--- src/rtl/phy_mgmt_regs.sv ---
module phy_mgmt_regs #(
  parameter int PHY_ADDR  = 1,
  parameter int REG_COUNT = 16,
  parameter int ADDR_W    = 5
) (
  input  logic              clk,
  input  logic              rst_n,
  input  logic              link_up,
  input  logic [ADDR_W-1:0] mgmt_phy,
  input  logic [ADDR_W-1:0] mgmt_reg,
  input  logic [15:0]       mgmt_wdata,
  input  logic              mgmt_wr,
  input  logic              mgmt_rd,
  output logic [15:0]       mgmt_rdata,
  output logic              link_fail
);
  localparam int IDX_W = $clog2(REG_COUNT);
  localparam logic [ADDR_W:0]   REG_LIM = (ADDR_W+1)'(REG_COUNT);
  localparam logic [ADDR_W-1:0] PHY_SEL = ADDR_W'(PHY_ADDR);
  localparam logic [15:0] CTRL_DEF  = 16'h1000;
  localparam logic [15:0] STAT_DEF  = 16'h7868;
  localparam logic [15:0] ID_HI     = 16'h2000;
  localparam logic [15:0] ID_LO     = 16'h5C90;
  localparam logic [15:0] ABILITY   = 16'h01E1;
  localparam logic [15:0] PART_KEEP = 16'h01FF;
  localparam int LINK_BIT = 2;
  localparam int SRST_BIT = 15;
  localparam int PART_IDX = 5;

  logic [15:0] regs [REG_COUNT];
  logic [15:0] nxt  [REG_COUNT];
  logic        link_q;

  wire             phy_hit  = (mgmt_phy == PHY_SEL);
  wire             in_range = ({1'b0, mgmt_reg} < REG_LIM);
  wire [IDX_W-1:0] idx      = mgmt_reg[IDX_W-1:0];
  wire             wr_hit   = mgmt_wr && phy_hit && in_range;
  wire             soft_rst = wr_hit && (idx == '0) && mgmt_wdata[SRST_BIT];
  wire             reload   = !rst_n || soft_rst;
  wire             link_chg = link_up != link_q;

  function automatic logic [15:0] dflt(int i);
    case (i)
      0:       return CTRL_DEF;
      1:       return STAT_DEF;
      2:       return ID_HI;
      3:       return ID_LO;
      4:       return ABILITY;
      default: return 16'h0000;
    endcase
  endfunction

  always_comb begin
    for (int i = 0; i < REG_COUNT; i++) nxt[i] = reload ? dflt(i) : regs[i];
    if (wr_hit && !soft_rst) begin
      case (int'(idx))
        1, 2, 3: ;
        default: nxt[idx] = mgmt_wdata;
      endcase
    end
    if (reload || link_chg) begin
      nxt[1][LINK_BIT] = link_up;
      nxt[PART_IDX] = link_up ? (nxt[PART_IDX] | ABILITY) : (nxt[PART_IDX] & PART_KEEP);
    end
  end

  always_ff @(posedge clk) begin
    for (int i = 0; i < REG_COUNT; i++) regs[i] <= nxt[i];
    link_q <= link_up;
  end

  always_ff @(posedge clk) begin
    if (!rst_n) begin
      mgmt_rdata <= 16'h0000;
      link_fail  <= 1'b0;
    end else if (mgmt_rd) begin
      mgmt_rdata <= !phy_hit ? 16'hFFFF : (in_range ? regs[idx] : 16'h0000);
      link_fail  <= !link_up;
    end
  end
endmodule

--- config.mk ---
export PLATFORM = sky130hd
export DESIGN_NAME = phy_mgmt_regs
export DESIGN_NICKNAME = d
export VERILOG_FILES = /design/src/rtl/phy_mgmt_regs.sv
export SDC_FILE = /design/constraint.sdc
export NUM_CORES = 1
export LEC_CHECK = 0
export ABC_AREA = 1
export BUFFER_PORTS_ARGS = -buffer_cell sky130_fd_sc_hd__buf_2
export CAP_MARGIN = 5
export CORE_MARGIN = 2
export CORE_UTILIZATION = 59
export CTS_CLUSTER_DIAMETER = 40
export DETAILED_ROUTE_END_ITERATION = 7
export PLACE_DENSITY = 0.77
export SYNTH_ARGS = -nofsm -noshare
export SYNTH_HDL_FRONTEND = slang
export SYNTH_SLANG_ARGS = --single-unit
--- constraint.sdc ---
create_clock -name clk -period 2.2 [get_ports clk]
set_clock_uncertainty 0.2 [all_clocks]
set_input_delay 0.44 -clock clk [delete_from_list [all_inputs] [get_ports clk]]
set_output_delay 0.44 -clock clk [all_outputs]
set_load 0.005 [all_outputs]
; Word level (Yosys, flattened, before mapping)
; Memories as Yosys holds them, arrays and structs flattened.
; Cells that the tools add are included.
[classes]
eq_ne = 5
order_cmp = 3
n_mux = 26
n_reduce_logical = 13
bitwise_logic = 1
[op_table]
columns = op, n
row1 = 2-to-1 mux 256 bit, 2
row2 = 2-to-1 mux 16 bit, 21
row3 = bitwise mux 256 bit, 1
row4 = demux 16 bit (select 4 bit), 1
row5 = equality test 4 x 2 -> 1 bit (second input constant), 2
row6 = logical AND 1 bit, 6
row7 = equality test 5 x 1 -> 1 bit (second input constant), 1
row8 = greater-or-equal comparator 5 bit (second input constant), 1
row9 = < comparator 5 x 1 -> 1 bit (second input constant), 1
row10 = < comparator 5 bit (second input constant), 1
row11 = NOT 4 -> 5 bit, 1
row12 = equality test 4 x 1 -> 1 bit (second input constant), 1
row13 = zero test 4 bit, 1
row14 = zero test 1 bit, 3
row15 = OR reduction 3 bit, 1
row16 = logical OR 1 bit, 2
row17 = 2-to-1 mux 1 bit, 1
row18 = inequality test 1 bit, 1
[totals]
output_inout_bits = 17
wordCells = 52
ram_bits = 256
input_bits = 31
regBits = 18
memories = 1
[memory_table]
columns = memory, depth, word_bits, rd, rd_clocked_by_memory_dff, wr, line_no
row1 = regs, 16, 16, 17, 0, 16, 30  ; logic [15:0] regs [REG_COUNT];

; Logic depth before layout (Yosys ltp)
; Gate-level depths: netlist (run 1).
[logic_depth]
word_depth = 12
mapped_depth = 12
depth_no_buf = 10

; Worst setup path after synthesis (run 1)
; No wires, ideal clock.
[synth_timing]
kind = input to register
from = in mgmt_reg[0]
to = mem regs[11][0]
setup_time_ns = 0.128
cell_stages = 11
t_arrival_ns = 1.626
slack_ns = 0.246
n_path_buf = 3
required_ns = 1.872
cell_sequence = buf_4 nor2_8 nand2_1 nor2_4 nand3_2 nand2_4 inv_2 buf_6 buf_4 nand3_1 o21ai_1
[synth_lines]
columns = item, line_no
row1 = from (decl), 10  ; input logic [ADDR_W-1:0] mgmt_reg,
row2 = to (decl), 30

; Final worst setup path (run 1)
[layout_timing]
from = reg mgmt_rdata[11]
to = out mgmt_rdata[11]
[layout_lines]
columns = item, line_no
row1 = from (decl), 14  ; output logic [15:0] mgmt_rdata,
row2 = from (signal assigned), 77  ; mgmt_rdata <= !phy_hit ? 16'hFFFF : (in_range ? regs[idx] : 16'h0000);
; No word-level cell between the ends.

==> results of run 1 <==
-- power groups by stage --
stage / registers [mW] / logic (mW) / clock network (mW)
finish: 5.03 / 0.647 / 5.85
global route: 5.03 / 0.689 / 6.10
CTS: 5.03 / 0.632 / 5.89
detailed placement: 5.14 / 0.622 / 0
global placement: 5.14 / 0.618 / 0
floorplan: 5.13 / 0.370 / 0
-- worst min-delay path by stage --
stage / to / slack (ps)
2_1_floorplan: regs[1][0] / 210
3_3_place_gp: regs[2][3] / 210
3_5_place_dp: regs[1][15] / 220
4_1_cts: regs[5][0] / 10
5_1_grt: regs[5][0] / 40
6_report: regs[5][0] / 20
-- registers in the layout, indices dropped and copies added, names as in the netlist --
signal      flops
regs          256
mgmt_rdata     16
link_fail       1
link_q          1
-- placed cells by master, fill, tap and decap left out, types with 2 or more instances in the layout --
cell type,n
bufinv_16,4
inv_1,60
nor2_1,55
clkinv_4,2
nor2_2,2
nand3_1,210
nand4_1,3
clkbuf_8,4
buf_4,43
clkinv_2,2
a21oi_1,26
dfxtp_1,274
nand2_1,707
clkinvlp_4,2
dlygate4sd3_1,5
buf_12,22
o21ai_1,174
clkbuf_1,9
or2_2,14
nor2_4,3
nand3_2,8
buf_2,46
clkbuf_16,37
inv_6,2
o21ai_0,48
-- timing repair --
action | CTS | global route
hold buffers | 5 | 0
setup buffers | 0 | 0
hold endpoints to repair | 6 | 0
-- cell type report --
cell class	instances	area (um^2)
fillers	1644	5910
well taps	265	332
flip-flops and latches	274	5490
clock inverters	12	183
multi-input cells	1254	5440
repair buffers	116	1040
inverters	64	248
clock buffers	50	1010
-- logic make-up after synthesis --
family / synth area share
simple gates: 0.351
compound gates: 0.104
flops: 0.461
buf+inv: 0.0823
xor+xnor: 0.000737
-- stage by stage --
stage	power, mW	instances	cell area, um^2
2_1_floorplan	5.50	1729	11900
3_3_place_gp	5.76	1968	12500
3_5_place_dp	5.76	1968	12500
4_1_cts	11.6	2035	13700
5_1_grt	11.8	2035	13700
6_report	11.5	2035	13700
-- routing by layer --
| metal | part of all wire | global-route usage |
|---|---|---|
| met5 | 0.00038 | 0 |
| met4 | 0.026 | 0.100 |
| met3 | 0.096 | 0.0693 |
| met2 | 0.44 | 0.473 |
| met1 | 0.44 | 0.440 |
==> metrics.cfg, run 1 <==
[worst_setup_path]
path_cells = buf_2
path_delay_family = flip-flops
setup.worst_path.start = mgmt_rdata[11]
worstPathRequired_ps = 1560
cp.depth = 1
timing.rr.end = mgmt_rdata[2]
crit_path_max_incr_delay_ps = 450
ff2ff_setup_slack_ps = 800
cpMaxStageDelayCell = dfxtp_1
crit_buf_inv = 1
r2r-start = regs[3][2]
crit_fanout = 2
critPathKind = flop to output pin
worstPathArrival_ps = 1130
critPathCaptureType = output pin
worst_setup_path_start_kind = flop
endpoint = mgmt_rdata[11]
rr_worst_depth = 8

[hold_path]
worstHoldPathType = primary input to flop
hp-start = mgmt_wdata[0]
min_path_cells = 3

[power]
clock_power_share = 0.507
p_leak_nw = 6.15
p_sw_frac = 0.229
p_int_mw = 8.88
switching_power_mw = 2.64
p_per_area_mw_per_mm2 = 839
power_frac_comb = 0.056
seq_power_share = 0.437
ir_worst_vdd_v = 0.000764

[grt]
grt_pass1_vias = 10200
grt_pass1_wl_um = 53700
gr-total-overflow = 0
grt_usage = 0.311
grt_max_degree = 56
antenna_found_initial = 1

[logic_synthesis]
ys_warn_count = 0
ys_ff_latch = 274
synth.area.top_cells = dfxtp_1 (46%), nand2_1 (22%), nand3_1 (8.8%)
syn_area_mm2 = 0.0119
syn-num-nets = 1760
yosys_most_used_dff = dfxtp_1
synth_top_area_frac = 0.461
netlist_instances = 1729
synth-seq-area-share = 0.461
synth_cell_types = 24
postSynth.asyncResetShare = 0
synth_top_area_cell = dfxtp_1
yosysMostFrequentCell = nand2_1
synth_top_cells_by_count = nand2_1 (707), dfxtp_1 (274), nand3_1 (210), o21ai_1 (174), inv_1 (61)
synth-edff-count = 0
syn_area_per_cell_um2 = 6.88

[placed_design]
io_buffers = 47
hpwl_um = 20800
place.gp.congestion = 0.888
post-place-ws_ps = -27.1

[layout]
syn_to_final_growth_pct = 15.5
final_layout_size_suffix_gt1_frac = 0.111
diodes = 0
nets = 1776
fin_util = 0.699

[timing]
hold_ws_ps = 21.5
finalWorstSetupSlack_ps = 431
finalSetupTns_ps = 0
drv_slew = 0
tightest_slew_ps = 620
timing.final.hold_violations = 0
setup_viol_count_final = 0
min_period_ps = 1770
finalCritPeriodShare = 0.804
max_freq_ghz = 0.565
slew_headroom = 0.587
rsz0062_at_grt = no

[clocking]
clkTransAtPathRegs_ps = 60
htreeDepth = 2
cts.sinks = 274
cts.path.max_buffers = 3
cts_tree = built
cts_inserted_buffers = 35
cts-root-buf = clkbuf_16
cts-resized-gates = 0
clock_latency_ps = 500

[die]
placementRows = 51
die_x_um = 146
die_area_mm2 = 0.0213
die_height_um = 146
core_area_mm2 = 0.0197
ios = 48
start_util = 0.605

[drt]
drc = 0
drtPass1Iterations = 5
totalWireLength_um = 33900
vias_per_cell = 5.57
drt_iter0_markers = 1124
ant_nets = 0
num_vias = 11300
post_drt_wl_per_cell_um = 16.7

[run_status]
status = finished clean

[run]
cap_violations = 0

Power figures use the tool's default switching activity.
==> inputs of run 2 (changes only) <==
Clock period 2.2 ns to 1.65 ns, I/O delays scaled along.
==> run 2 against run 1 <==
  * The run now ends with setup timing left
  * Via count grew 2.8%
  * Sequential cell count did not move
  * Worst hold slack better by 24 ps
  * Setup slack worse by 430 ps
  * Critical path depth did not move
  * Sequential power grew 33%
  * Clock power is 45% higher
  * Die area did not move
  * Largest cell class is now multi-input combinational cells
  * Largest power group unchanged
==> metrics.cfg, run 2 (synthesis gave the netlist of run 1 again) <==
[grt]
grt_pass1_vias = 10900  ; +6.5%
gr-total-overflow = 0  ; unchanged
antenna_found_initial = 0  ; -1
grt_max_degree = 49  ; -13%
grt_usage = 0.326  ; +0.0150
grt_pass1_wl_um = 56400  ; +4.9%

[clocking]
clkTransAtPathRegs_ps = 60  ; about the same
cts_tree = built
htreeDepth = 2  ; unchanged
cts.path.max_buffers = 3  ; unchanged
cts_inserted_buffers = 39  ; +11%
cts-root-buf = clkbuf_16
cts.sinks = 274  ; unchanged
clock_latency_ps = 520  ; +20 ps
post_cts_buffers = 0  ; unchanged

[layout]
most-common-layout-cells = nand2_1 (706), dfxtp_1 (274), nand3_1 (195)
largest_register = regs
fin_cells = 2093  ; +2.9%
syn_to_final_growth_pct = 22.4
diodes = 0  ; unchanged
reg_top3 = regs (256), mgmt_rdata (16)
final_area_mm2 = 0.0146  ; +5.9%
final_common_cell = nand2_1
nets = 1832  ; +3.2%
n_fill_cell = 1550  ; -5.7%
largest_reg_flops = 256  ; unchanged
final_layout_size_suffix_gt1_frac = 0.148  ; +0.0370

[drt]
vias_per_cell = 5.57  ; about the same
drtPass1Iterations = 5  ; unchanged
drt_iter0_markers = 1292  ; +15%
drc = 0  ; unchanged
num_vias = 11700  ; +2.8%
totalWireLength_um = 35200  ; +3.7%
ant_nets = 0  ; unchanged
post_drt_wl_per_cell_um = 16.8  ; +0.87%

[worst_setup_path]
crit_buf_inv = 1  ; unchanged
worstPathRequired_ps = 1120  ; -440 ps
critPathKind = flop to output pin
crit_path_max_incr_delay_ps = 440  ; about the same
worstPathArrival_ps = 1120  ; about the same
cp.depth = 1  ; unchanged
path_cells = buf_2
setup.worst_path.start = mgmt_rdata[5]
critPathCaptureType = output pin
rr_worst_depth = 8  ; unchanged
endpoint = mgmt_rdata[5]
r2r-start = regs[10][1]
ff2ff_setup_slack_ps = 200  ; -600 ps
timing.rr.end = mgmt_rdata[1]
path_delay_family = flip-flops
cpMaxStageDelayCell = dfxtp_1
worst_setup_path_start_kind = flop
crit_fanout = 2  ; unchanged

[timing]
min_period_ps = 1650
slew_headroom = 0.650  ; +0.0630
finalCritPeriodShare = 1.00
tightest_slew_ps = 525  ; -94.3 ps
rsz0062_at_grt = no
setup_viol_count_final = 1  ; +1
hold_ws_ps = 45.3  ; +23.8 ps
timing.final.hold_violations = 0  ; unchanged
max_freq_ghz = 0.605
drv_slew = 0  ; unchanged
finalWorstSetupSlack_ps = -1.78  ; -433 ps

[die]
ios = 48  ; unchanged
die_x_um = 146  ; unchanged
core_area_mm2 = 0.0197  ; unchanged
die_area_mm2 = 0.0213  ; unchanged
start_util = 0.605  ; unchanged
die_height_um = 146  ; unchanged
placementRows = 51  ; unchanged

[placed_design]
post-place-ws_ps = -350  ; -323 ps
place.gp.congestion = 0.861  ; -3.0%
dp.cells = 2015  ; +2.4%
hpwl_um = 22000  ; +5.5%
place_area_mm2 = 0.0131  ; +4.9%
io_buffers = 47  ; unchanged

[power]
p_per_area_mw_per_mm2 = 1110  ; +33%
ir_worst_vdd_v = 0.00119  ; +56%
finalPower_mw = 16.2  ; +40%
p_leak_nw = 6.56  ; +6.6%

[run_status]
violations = setup timing
status = finished, violations left

[run]
cap_violations = 0  ; unchanged

[hold_path]
worstHoldPathType = primary input to flop

==> run 2: worst min-delay path by stage <==
stage                     startpoint         end  slack, ps  cells after the start
after floorplan              link_up      link_q        160                      0
after global placement    regs[2][9]  regs[2][9]        210                      2
after detailed placement  regs[1][7]  regs[1][7]        220                      2
after CTS                    mgmt_rd   link_fail         30                      3
after global routing         mgmt_rd   link_fail         60                      3
final                        mgmt_rd   link_fail         50                      3
==> run 2: routing by layer <==
layer,vias up,track usage,part of all wire
li1,5706,-,-
met1,5366,0.443,0.43
met2,503,0.528,0.46
met3,85,0.0542,0.084
met4,0,0.112,0.024
met5,-,0,0
==> run 2: tightest hold or removal path: cells and delay by family <==
family	cells	cell delay, ps
AO/OA/AOI/OAI	1	90
buffers and inverters	2	290
==> run 2: cell type report <==
cell class / count / area, um^2 / share of cell area
Multi-Input combinational cell: 1254 / 5520 / 0.379
Sequential cell: 274 / 5490 / 0.377
Timing Repair Buffer: 168 / 1630 / 0.112
Clock buffer: 49 / 1100 / 0.0753
Tap cell: 265 / 332 / 0.0228
Inverter: 64 / 248 / 0.0170
Clock inverter: 19 / 238 / 0.0163
==> run 2: power by group <==
part	internal (mW)	switching, mW	leakage, nW
Combinational	0.333	0.652	3.69
Sequential	6.67	0.0403	2.21
Clock	5.38	3.11	0.656
==> run 2: timing repair <==
item,CTS,global route
endpoints found under the hold margin,16,0
endpoints found under the setup margin,0,4
hold buffers,10,0
resized for setup,0,1
==> run 2: per-stage QoR <==
stage | utilization | setup TNS [ps]
floorplan | - | -17930
global placement | 0.667 | -63970
detailed placement | 0.667 | -66650
CTS | 0.740 | 0
global route | 0.740 | 0
finish | 0.740 | -1.78
